--- src/rtl/uart_fifo_irq_pkg.sv ---
package uart_fifo_irq_pkg;

  typedef enum logic [3:0] {
    IID_NONE = 4'h1,
    IID_TXE  = 4'h2,
    IID_RDA  = 4'h4,
    IID_LSR  = 4'h6,
    IID_TMO  = 4'hC
  } iid_e;

  localparam int unsigned NUM_SRC = 4;

  // index order is the priority order, index 0 highest
  localparam int unsigned SRC_LSR = 0;
  localparam int unsigned SRC_RDA = 1;
  localparam int unsigned SRC_TMO = 2;
  localparam int unsigned SRC_TXE = 3;

  function automatic iid_e src_code(input int unsigned idx);
    case (idx)
      SRC_LSR: return IID_LSR;
      SRC_RDA: return IID_RDA;
      SRC_TMO: return IID_TMO;
      default: return IID_TXE;
    endcase
  endfunction

endpackage

--- src/rtl/uart_fifo_irq_trig.sv ---
module uart_fifo_irq_trig #(
  parameter int unsigned DEPTH   = 16,
  parameter int unsigned CNT_W   = $clog2(DEPTH + 1),
  parameter int unsigned TRIG_L0 = 1,
  parameter int unsigned TRIG_L1 = 4,
  parameter int unsigned TRIG_L2 = 8,
  parameter int unsigned TRIG_L3 = 14
) (
  input  logic [1:0]       sel_i,
  input  logic [CNT_W-1:0] count_i,
  output logic             at_level_o
);

  localparam logic [CNT_W-1:0] LVL0 = CNT_W'(TRIG_L0);
  localparam logic [CNT_W-1:0] LVL1 = CNT_W'(TRIG_L1);
  localparam logic [CNT_W-1:0] LVL2 = CNT_W'(TRIG_L2);
  localparam logic [CNT_W-1:0] LVL3 = CNT_W'(TRIG_L3);

  logic [CNT_W-1:0] lvl;

  always_comb begin
    unique case (sel_i)
      2'b00:   lvl = LVL0;
      2'b01:   lvl = LVL1;
      2'b10:   lvl = LVL2;
      default: lvl = LVL3;
    endcase
  end

  assign at_level_o = (count_i >= lvl);

endmodule

--- src/rtl/uart_fifo_irq_txe.sv ---
module uart_fifo_irq_txe (
  input  logic clk_i,
  input  logic rst_ni,
  input  logic arm_i,
  input  logic wr_i,
  input  logic ack_i,
  output logic pend_o
);

  logic arm_q;
  logic pend_q;
  logic rise;

  assign rise = arm_i & ~arm_q;

  always_ff @(posedge clk_i or negedge rst_ni) begin
    if (!rst_ni) begin
      arm_q  <= 1'b0;
      pend_q <= 1'b0;
    end else begin
      arm_q  <= arm_i;
      // clear strobes win over a coincident rise
      pend_q <= arm_i & (pend_q | rise) & ~wr_i & ~ack_i;
    end
  end

  // disarming hides the source at once
  assign pend_o = pend_q & arm_i;

endmodule

--- src/rtl/uart_fifo_irq_prio.sv ---
module uart_fifo_irq_prio
  import uart_fifo_irq_pkg::*;
(
  input  logic [NUM_SRC-1:0] req_i,
  output iid_e               iid_o
);

  iid_e code [NUM_SRC+1];

  assign code[NUM_SRC] = IID_NONE;

  // chain from lowest priority upward
  for (genvar g = NUM_SRC - 1; g >= 0; g--) begin : g_chain
    assign code[g] = req_i[g] ? src_code(g) : code[g+1];
  end

  assign iid_o = code[0];

endmodule

--- src/rtl/uart_fifo_irq.sv ---
module uart_fifo_irq
  import uart_fifo_irq_pkg::*;
#(
  parameter int unsigned DEPTH   = 16,
  parameter int unsigned CNT_W   = $clog2(DEPTH + 1),
  parameter int unsigned TRIG_L0 = 1,
  parameter int unsigned TRIG_L1 = 4,
  parameter int unsigned TRIG_L2 = 8,
  parameter int unsigned TRIG_L3 = 14
) (
  input  logic             clk_i,
  input  logic             rst_ni,
  input  logic             fifo_en_i,
  input  logic             rx_ie_i,
  input  logic             ls_ie_i,
  input  logic             tx_ie_i,
  input  logic [1:0]       trig_sel_i,
  input  logic [CNT_W-1:0] rx_count_i,
  input  logic             line_err_i,
  input  logic             char_tmo_i,
  input  logic             tx_empty_i,
  input  logic             thr_wr_i,
  input  logic             iir_rd_i,
  output logic             irq_o,
  output logic [3:0]       iid_o
);

  logic               at_level;
  logic               tx_arm;
  logic               tx_pend;
  logic               tx_ack;
  logic [NUM_SRC-1:0] req;
  iid_e               iid;

  uart_fifo_irq_trig #(
    .DEPTH  (DEPTH),
    .CNT_W  (CNT_W),
    .TRIG_L0(TRIG_L0),
    .TRIG_L1(TRIG_L1),
    .TRIG_L2(TRIG_L2),
    .TRIG_L3(TRIG_L3)
  ) u_trig (
    .sel_i     (trig_sel_i),
    .count_i   (rx_count_i),
    .at_level_o(at_level)
  );

  assign tx_arm = fifo_en_i & tx_ie_i & tx_empty_i;
  assign tx_ack = iir_rd_i & (iid == IID_TXE);

  uart_fifo_irq_txe u_txe (
    .clk_i (clk_i),
    .rst_ni(rst_ni),
    .arm_i (tx_arm),
    .wr_i  (thr_wr_i),
    .ack_i (tx_ack),
    .pend_o(tx_pend)
  );

  assign req[SRC_LSR] = fifo_en_i & ls_ie_i & line_err_i;
  assign req[SRC_RDA] = fifo_en_i & rx_ie_i & at_level;
  assign req[SRC_TMO] = fifo_en_i & rx_ie_i & char_tmo_i;
  assign req[SRC_TXE] = tx_pend;

  uart_fifo_irq_prio u_prio (
    .req_i(req),
    .iid_o(iid)
  );

  assign iid_o = iid;
  assign irq_o = |req;

endmodule

--- config.mk ---
export PLATFORM = sky130hd
export DESIGN_NAME = uart_fifo_irq
export DESIGN_NICKNAME = d
export VERILOG_FILES = /design/src/rtl/uart_fifo_irq_pkg.sv /design/src/rtl/uart_fifo_irq_trig.sv /design/src/rtl/uart_fifo_irq_txe.sv /design/src/rtl/uart_fifo_irq_prio.sv /design/src/rtl/uart_fifo_irq.sv
export SDC_FILE = /design/constraint.sdc
export NUM_CORES = 1
export LEC_CHECK = 0
export ABC_AREA = 1
export ABC_CLOCK_PERIOD_IN_PS = 2460
export BUFFER_PORTS_ARGS = -buffer_cell sky130_fd_sc_hd__buf_4
export CAP_MARGIN = 25
export CORE_AREA = 3 3 40 42
export CTS_CLUSTER_SIZE = 20
export DETAILED_ROUTE_END_ITERATION = 16
export DIE_AREA = 0 0 43 45
export PLACE_DENSITY = 0.55
export SKIP_CTS_REPAIR_TIMING = 1
export SLEW_MARGIN = 20
export SYNTH_ARGS = -nofsm -noshare
export SYNTH_HDL_FRONTEND = slang
export SYNTH_SLANG_ARGS = --single-unit
--- constraint.sdc ---
create_clock -name clk_i -period 2.46 [get_ports clk_i]
set_input_delay 0.123 -clock clk_i [delete_from_list [all_inputs] [get_ports clk_i]]
set_output_delay 0.123 -clock clk_i [all_outputs]
set_load 0.01 [all_outputs]
## After elaboration in Yosys (flattened, before gate mapping)

Cells that the tools add are included.

| operators by class | value |
|---|---|
| $lt $le $gt $ge | 1 |
| bitwise gates (word level) | 17 |
| muxes and demuxes | 5 |
| equality and inequality tests | 3 |
| reduce and logical (&&, ||, !) cells | 2 |

Operators with widths:

| operator | number |
|---|---|
| $and A1 B1 Y1 | 13 |
| $mux W4 | 3 |
| $pmux W4 S3 | 1 |
| $ge A5 B4 Y1 | 1 |
| $eq A4 B2 Y1 const B | 1 |
| $reduce_or A4 Y1 | 1 |
| $not A1 Y1 | 3 |
| $eq A2 B1 Y1 const B | 1 |
| $eq A2 B2 Y1 const B | 1 |
| $logic_not A2 Y1 | 1 |
| $mux W2 | 1 |
| $or A1 B1 Y1 | 1 |

| storage, ports and cells | value |
|---|---|
| output and inout bits | 5 |
| register bits after elaboration | 2 |
| logic and storage cells | 30 |
| input port bits | 18 |

## Depth between registers and ports, before layout

Gate-level depths: netlist (run 1).

| depth | value |
|---|---|
| depth in word-level cells | 11 |
| gate-level depth with buffers | 10 |

## Cells and area by module

Synthesis (run 1) repeated with hierarchy kept, for this count alone.

| second synthesis, totals | value |
|---|---|
| cells, all modules | 60 |
| area, all modules | 322.8 µm² |

By module, submodules not included:

| module | area each (µm²) | cells an instance | sequential area each (µm²) | instances |
|---|---|---|---|---|
| uart_fifo_irq_trig | 122.6 | 23 | 0.0 | 1 |
| uart_fifo_irq_txe | 81.3 | 10 | 50.0 | 1 |
| uart_fifo_irq | 76.3 | 19 | 0.0 | 1 |
| uart_fifo_irq_prio | 42.5 | 8 | 0.0 | 1 |

## Worst setup path after synthesis (run 1)

No wires, ideal clock.

| timing | value |
|---|---|
| path kind | input to output |
| from | input port trig_sel_i[0] |
| to | output port iid_o[0] |
| arrival time | 0.994 ns |
| stages | 9 |
| slack | 1.343 ns |
| data required time | 2.337 ns |
| cell sequence | inv_1 ha_1 nand2_1 nand2_1 nand2_1 nand3_2 nand2_2 nand4_2 inv_1 |

| between the ends | value |
|---|---|
| word-level cells in the longest chain between the ends | 6 |
| elaborated cells on any way between the ends | 8 |
| those cells by class | order compare (1); eq/ne (2); mux (3); bitwise (1); reduce/logical (1) |

RTL lines:

| item | RTL line | text |
|---|---|---|
| start: declaration | uart_fifo_irq.sv:17 | `input logic [1:0] trig_sel_i,` |
| $eq A2 B2 Y1, or another cell as far along | uart_fifo_irq_trig.sv:22 | `unique case (sel_i)` |
| $pmux W4 S3 (*) | uart_fifo_irq_trig.sv:22 |  |
| $ge A5 B4 Y1 (*) | uart_fifo_irq_trig.sv:30 | `assign at_level_o = (count_i >= lvl);` |
| $and A1 B1 Y1 (*) | uart_fifo_irq.sv:61 | `assign req[SRC_RDA] = fifo_en_i & rx_ie_i & at_level;` |
| $mux W4 (*) (2 in series) | uart_fifo_irq_prio.sv:14 | `assign code[g] = req_i[g] ? src_code(g) : code[g+1];` |
| end: declaration | uart_fifo_irq.sv:25 | `output logic [3:0] iid_o` |

Mark *: on every way between the ends. The rest lies on a longest branch, timed or not.

## Worst setup path in the final report (run 1)

Same ends and word-level chain as after synthesis.

==> results.ini, run 1 <==
[synthesis]
synth_area_um2 = 298
syn_area_per_cell_um2 = 6.20
ys.warnings.count = 0
ys_seq_area_share_pct = 16.8
netlist_instances = 48
yosys.cell_types.count = 12
syn-num-nets = 70
synth_seq_cells = 2

[timing]
hold_viol_final = 0
worst_pin_slew_ps = 209
setup_viol = 0
maxSlewViolCount = 0
fin_ws_ps = 1180
min_period_ps = 1280
rsz0062_at_grt = false
min_period_over_period_pct = 52.2
timing.setup.tns_ps = 0
relSlewSlack_pct = 86.0
fmax_ghz = 0.779
fin_skew_ps = 0.111

[routing]
drt-initial-drc-count = 1
ant_nets = 0
vias = 341
dr.pass1.iters = 2
routed_wl_um = 726
viasPerCell = 3.83
wire_per_inst_um = 8.16
route.detailed.drc = 0

[floorplanning]
die_y_um = 45
die-area_um2 = 1940
die_x_um = 43
pin_count = 23
coreArea_um2 = 1280
rows = 13
start_util_pct = 23.2

[clock_tree]
clockBufferDepth = 2
root_buffer = clkbuf_4
clock_latency_ps = 220
clock-sinks = 2
cts_tree = done
clk_pin_slew_ps = 30
cts-buffers-inserted = 3
htreeDepth = 1

[min_path]
min-delay-start = thr_wr_i
hold_depth = 4
hold_path.class = input pin to flop

[cells_and_area]
nets = 98
drive_above_1_share_pct = 44.6
post-route-cell-area_um2 = 514
n_antenna_cell = 0
stdcell_count = 89
synthToLayoutAreaGrowth_pct = 72.7

[worst_setup_path]
rrSetupSlack_ps = 1640
worstRegToRegCells = 5
critPathKind = input pin to output port
cp_data_required_time_ps = 2340
start_kind = input pin
cp-startpoint = trig_sel_i[0]
arrival_ps = 1160
r2r_start = u_txe.pend_q
endpoint_kind = output port
cp_max_fo = 4

[power]
cellPowerDensity_nw_per_um2 = 332
leakage_nw = 0.316
ir_drop_mv = 0.231
p_total_mw = 0.171

[run_status]
status = finished, final reports clean

[global_routing]
grt_pass1_vias = 298
antenna_found_initial = 0
grt-ovfl-total = 0
grt_max_degree = 6
grt_usage_pct = 7.48
grt_first_pass_wirelength_um = 1070

[place]
place.gp.congestion = 0.605
hpwlAfterDp_um = 638
io_buffer_count = 22
placed_cell_area_um2 = 482
dp.cells = 85
pre_cts_ws_ps = 1160

[run]
drv_cap = 0

layout by cell type, fill, tap and decap left out:
cell / count
buf_4: 22
inv_1: 13
nand2_1: 13
nor2_1: 4
ha_1: 4
nand3_1: 3
clkbuf_4: 3
nand3_2: 2
nand2_2: 2
nor2_2: 2
dfrtp_1: 2
clkinv_2: 1
nand4_2: 1
a211oi_1: 1
dlygate4sd3_1: 1
logic make-up (layout without fill, tap and decap cells):
group                    after synthesis  count (layout)  synth area share, %
AO/OA/AOI/OAI                          1               1                 2.52
adder cells (fa/ha/maj)                4               4                 16.8
AND/OR/NAND/NOR                       27              27                 45.8
buffers and inverters                 14              40                 18.1
flip-flops                             2               2                 16.8
routing by layer:
metal / global-route usage [%] / up-vias / wire [µm]
met4: 5.42 / 0 / 0
li1: - / 196 / -
met1: 8.39 / 140 / 281
met5: 0 / - / 0
met2: 11.7 / 5 / 417
met3: 2.79 / 0 / 28
cell usage after synthesis:
cell | instances | area share [%]
ha_1 | 4 | 17
nor2_1 | 4 | 5.0
inv_1 | 13 | 16
nand3_2 | 2 | 6.7
a211oi_1 | 1 | 2.5
nand4_2 | 1 | 4.2
clkinv_2 | 1 | 1.7
dfrtp_1 | 2 | 17
nor2_2 | 2 | 4.2
nand2_2 | 2 | 4.2
nand3_1 | 3 | 5.0
nand2_1 | 13 | 16
metrics by stage:
step           utilization [%]  hold slack (ps)
6_report                  40.0              150
4_1_cts                   39.2             -328
3_3_place_gp              37.5            -93.9
3_5_place_dp              37.5            -94.3
5_1_grt                   40.0              155
2_1_floorplan                -             -173
worst paths after layout:
check / end
max in group asynchronous: u_txe.arm_q
min reg2reg: u_txe.pend_q
max reg2reg: u_txe.pend_q
min: u_txe.pend_q
max: iid_o[0]
min in group asynchronous: u_txe.pend_q
area by class of cell:
type                            count  area, µm²
Sequential cell                     2       50.0
Timing Repair Buffer               23        175
Inverter                           14       53.8
Fill cell                         145        771
Clock buffer                        3       22.5
Tap cell                           15       18.8
Multi-Input combinational cell     32        194
sequential cells by signal, indices dropped and copies added, names as in the netlist:
register,count
u_txe.pend_q,1
u_txe.arm_q,1
report_power, final:
group	leakage (nW)	switching [mW]	internal, mW
clock network	0.0138	0.0170	0.0537
logic	0.275	0.0285	0.0371
registers	0.0272	0.000468	0.0342
total	0.316	0.0459	0.125
worst max-delay path: stages:
cell and delay (ps):
buf_4 90, inv_1 40, ha_1 290, nand2_1 60, nand2_1 40, nand2_1 60, nand3_2 80, nand2_2 100
nand4_2 90, inv_1 70, buf_4 110
Power figures use the tool's default switching activity.
==> inputs of run 2 (changes only) <==
--- a/config.mk
+++ b/config.mk
@@ -6,7 +6,7 @@
 export NUM_CORES = 1
 export LEC_CHECK = 0
 export ABC_AREA = 1
-export ABC_CLOCK_PERIOD_IN_PS = 2460
+export ABC_CLOCK_PERIOD_IN_PS = 1200
 export BUFFER_PORTS_ARGS = -buffer_cell sky130_fd_sc_hd__buf_4
 export CAP_MARGIN = 25
 export CORE_AREA = 3 3 40 42
==> constraint.sdc (replaced) <==
create_clock -name clk_i -period 1.2 [get_ports clk_i]
set_input_delay 0.06 -clock clk_i [delete_from_list [all_inputs] [get_ports clk_i]]
set_output_delay 0.06 -clock clk_i [all_outputs]
set_load 0.01 [all_outputs]
==> results.ini, run 2 (synthesis gave the netlist of run 1 again) <==
[cells_and_area]
regArea_um2 = 50.0  ; unchanged
drive_above_1_share_pct = 56.0  ; +11 points
fillCellCount = 139  ; -4.1%
mostFrequentLayoutCells = buf_4 (19), nand2_1 (12), inv_1 (11)
synthToLayoutAreaGrowth_pct = 103
multi_input_area_um2 = 258  ; +33%
nets = 99  ; +1.0%
reg_top3 = u_txe.arm_q: 1 flops, u_txe.pend_q: 1 flops
final_common_cell = buf_4
n_antenna_cell = 0  ; unchanged

[global_routing]
antenna_found_initial = 0  ; unchanged
grt_max_degree = 6  ; unchanged
grt-ovfl-total = 0  ; unchanged
grt_first_pass_wirelength_um = 1090  ; +2.0%
grt_usage_pct = 7.33  ; -0.15 points
grt_pass1_vias = 303  ; +1.7%

[timing]
min_period_over_period_pct = 97.0
fmax_ghz = 0.859
rsz0062_at_grt = true
min_period_ps = 1160
maxSlewViolCount = 0  ; unchanged
relSlewSlack_pct = 82.8  ; -3.3 points
worst_pin_slew_ps = 258  ; +49.0 ps
hold_viol_final = 0  ; unchanged
fin_skew_ps = 0.289  ; +0.178 ps
setup_viol = 0  ; unchanged
whs_ps = 82.0  ; -68.2 ps

[worst_setup_path]
endpoint_kind = output port
start_kind = input pin
slowest_stage = ha_1
critPathMaxStageDelay_ps = 270  ; -20 ps
rrSetupSlack_ps = 370  ; -1270 ps
arrival_ps = 1100  ; -60 ps
critPathKind = input pin to output port
cp_data_required_time_ps = 1140  ; -1200 ps
cp_max_fo = 4  ; unchanged
cp_cell_sequence = buf_6 > nand2_2 > ha_1 > nand2_1 > nor2_1 > nand2_1 > nand3_2 > nand2_4 > nand4_4 > inv_2 > buf_6

[floorplanning]
die_x_um = 43  ; unchanged
die_y_um = 45  ; unchanged
coreArea_um2 = 1280  ; unchanged
pin_count = 23  ; unchanged
start_util_pct = 23.2  ; unchanged
rows = 13  ; unchanged
die-area_um2 = 1940  ; unchanged

[clock_tree]
clock_latency_ps = 220  ; about the same
htreeDepth = 1  ; unchanged
clockBufferDepth = 2  ; unchanged
cts-buffers-inserted = 3  ; unchanged
root_buffer = clkbuf_4
clock-sinks = 2  ; unchanged
cts_tree = done
clk_pin_slew_ps = 30  ; about the same

[min_path]
hold_path.class = input pin to flop

[run]
drv_cap = 0  ; unchanged

[place]
io_buffer_count = 22  ; unchanged
hpwlAfterDp_um = 632  ; -0.88%
place.gp.congestion = 0.620  ; +2.5%

[power]
ir_drop_mv = 0.340  ; +47%
p_total_mw = 0.390  ; +130%
cellPowerDensity_nw_per_um2 = 646  ; +94%
leakage_nw = 0.332  ; +5.1%

[routing]
wire_per_inst_um = 8.94  ; +9.6%
route.detailed.drc = 0  ; unchanged
routed_wl_um = 805  ; +11%
dr.pass1.iters = 2  ; unchanged
vias = 367  ; +7.6%
drt-initial-drc-count = 2  ; +1
ant_nets = 0  ; unchanged
viasPerCell = 4.08  ; +6.4%

[run_status]
status = finished, final reports clean

run 2: changes by cell type in the layout (fill, tap and decap cells not counted), moves of 2 or more:
cell,change
buf_4,-3
nor2_1,-2
inv_1,-2
buf_6,+3
inv_2,+2
ha_4,+3
ha_1,-3
run 2: metal layers:
metal / wire length [µm] / GRT usage [%]
met1: 294 / 9.64
met3: 26 / 0
met4: 0 / 5.42
met5: 0 / 0
met2: 484 / 11.7
run 2: power breakdown:
| part | total [mW] | switching (mW) | leakage [nW] | internal, mW |
|---|---|---|---|---|
| Sequential | 0.0710 | 0.000825 | 0.0272 | 0.0701 |
| Clock | 0.144 | 0.0336 | 0.0138 | 0.110 |
| Combinational | 0.176 | 0.0762 | 0.291 | 0.0996 |
run 2: critical path, delay by kind of cell:
family                     cells  cell delay [ps]
and+or+nand+nor                7              530
adders and majority gates      1              270
buffers and inverters          3              260
run 2: path summary, 6_finish.rpt:
check / cells past startpoint / start / end
worst max-delay path: 11 / trig_sel_i[1] / iid_o[0]
worst min-delay path: 4 / thr_wr_i / u_txe.pend_q
worst max register to register: 5 / u_txe.pend_q / u_txe.pend_q
worst min register to register: 3 / u_txe.arm_q / u_txe.pend_q
max in group asynchronous: 2 / rst_ni / u_txe.pend_q
min in group asynchronous: 2 / rst_ni / u_txe.arm_q
run 2: area by class of cell:
type                            instances  share of cell area (%)
Multi-Input combinational cell         32                    42.7
Sequential cell                         2                    8.28
Inverter                               14                    8.90
Tap cell                               15                    3.11
Clock buffer                            3                    3.73
Timing Repair Buffer                   24                    33.3
run 2: stage by stage:
step / utilization [%] / setup TNS [ps] / cells / area [µm²] / setup WS (ps)
after floorplan: - / 0 / 48 / 298 / 209
after global placement: 37.5 / 0 / 85 / 482 / 40.1
after detailed placement: 37.5 / 0 / 85 / 482 / 16.7
after CTS: 39.2 / 0 / 88 / 504 / 13.6
after global routing: 47.0 / -52.9 / 90 / 604 / -30.9
final: 47.0 / 0 / 90 / 604 / 35.8
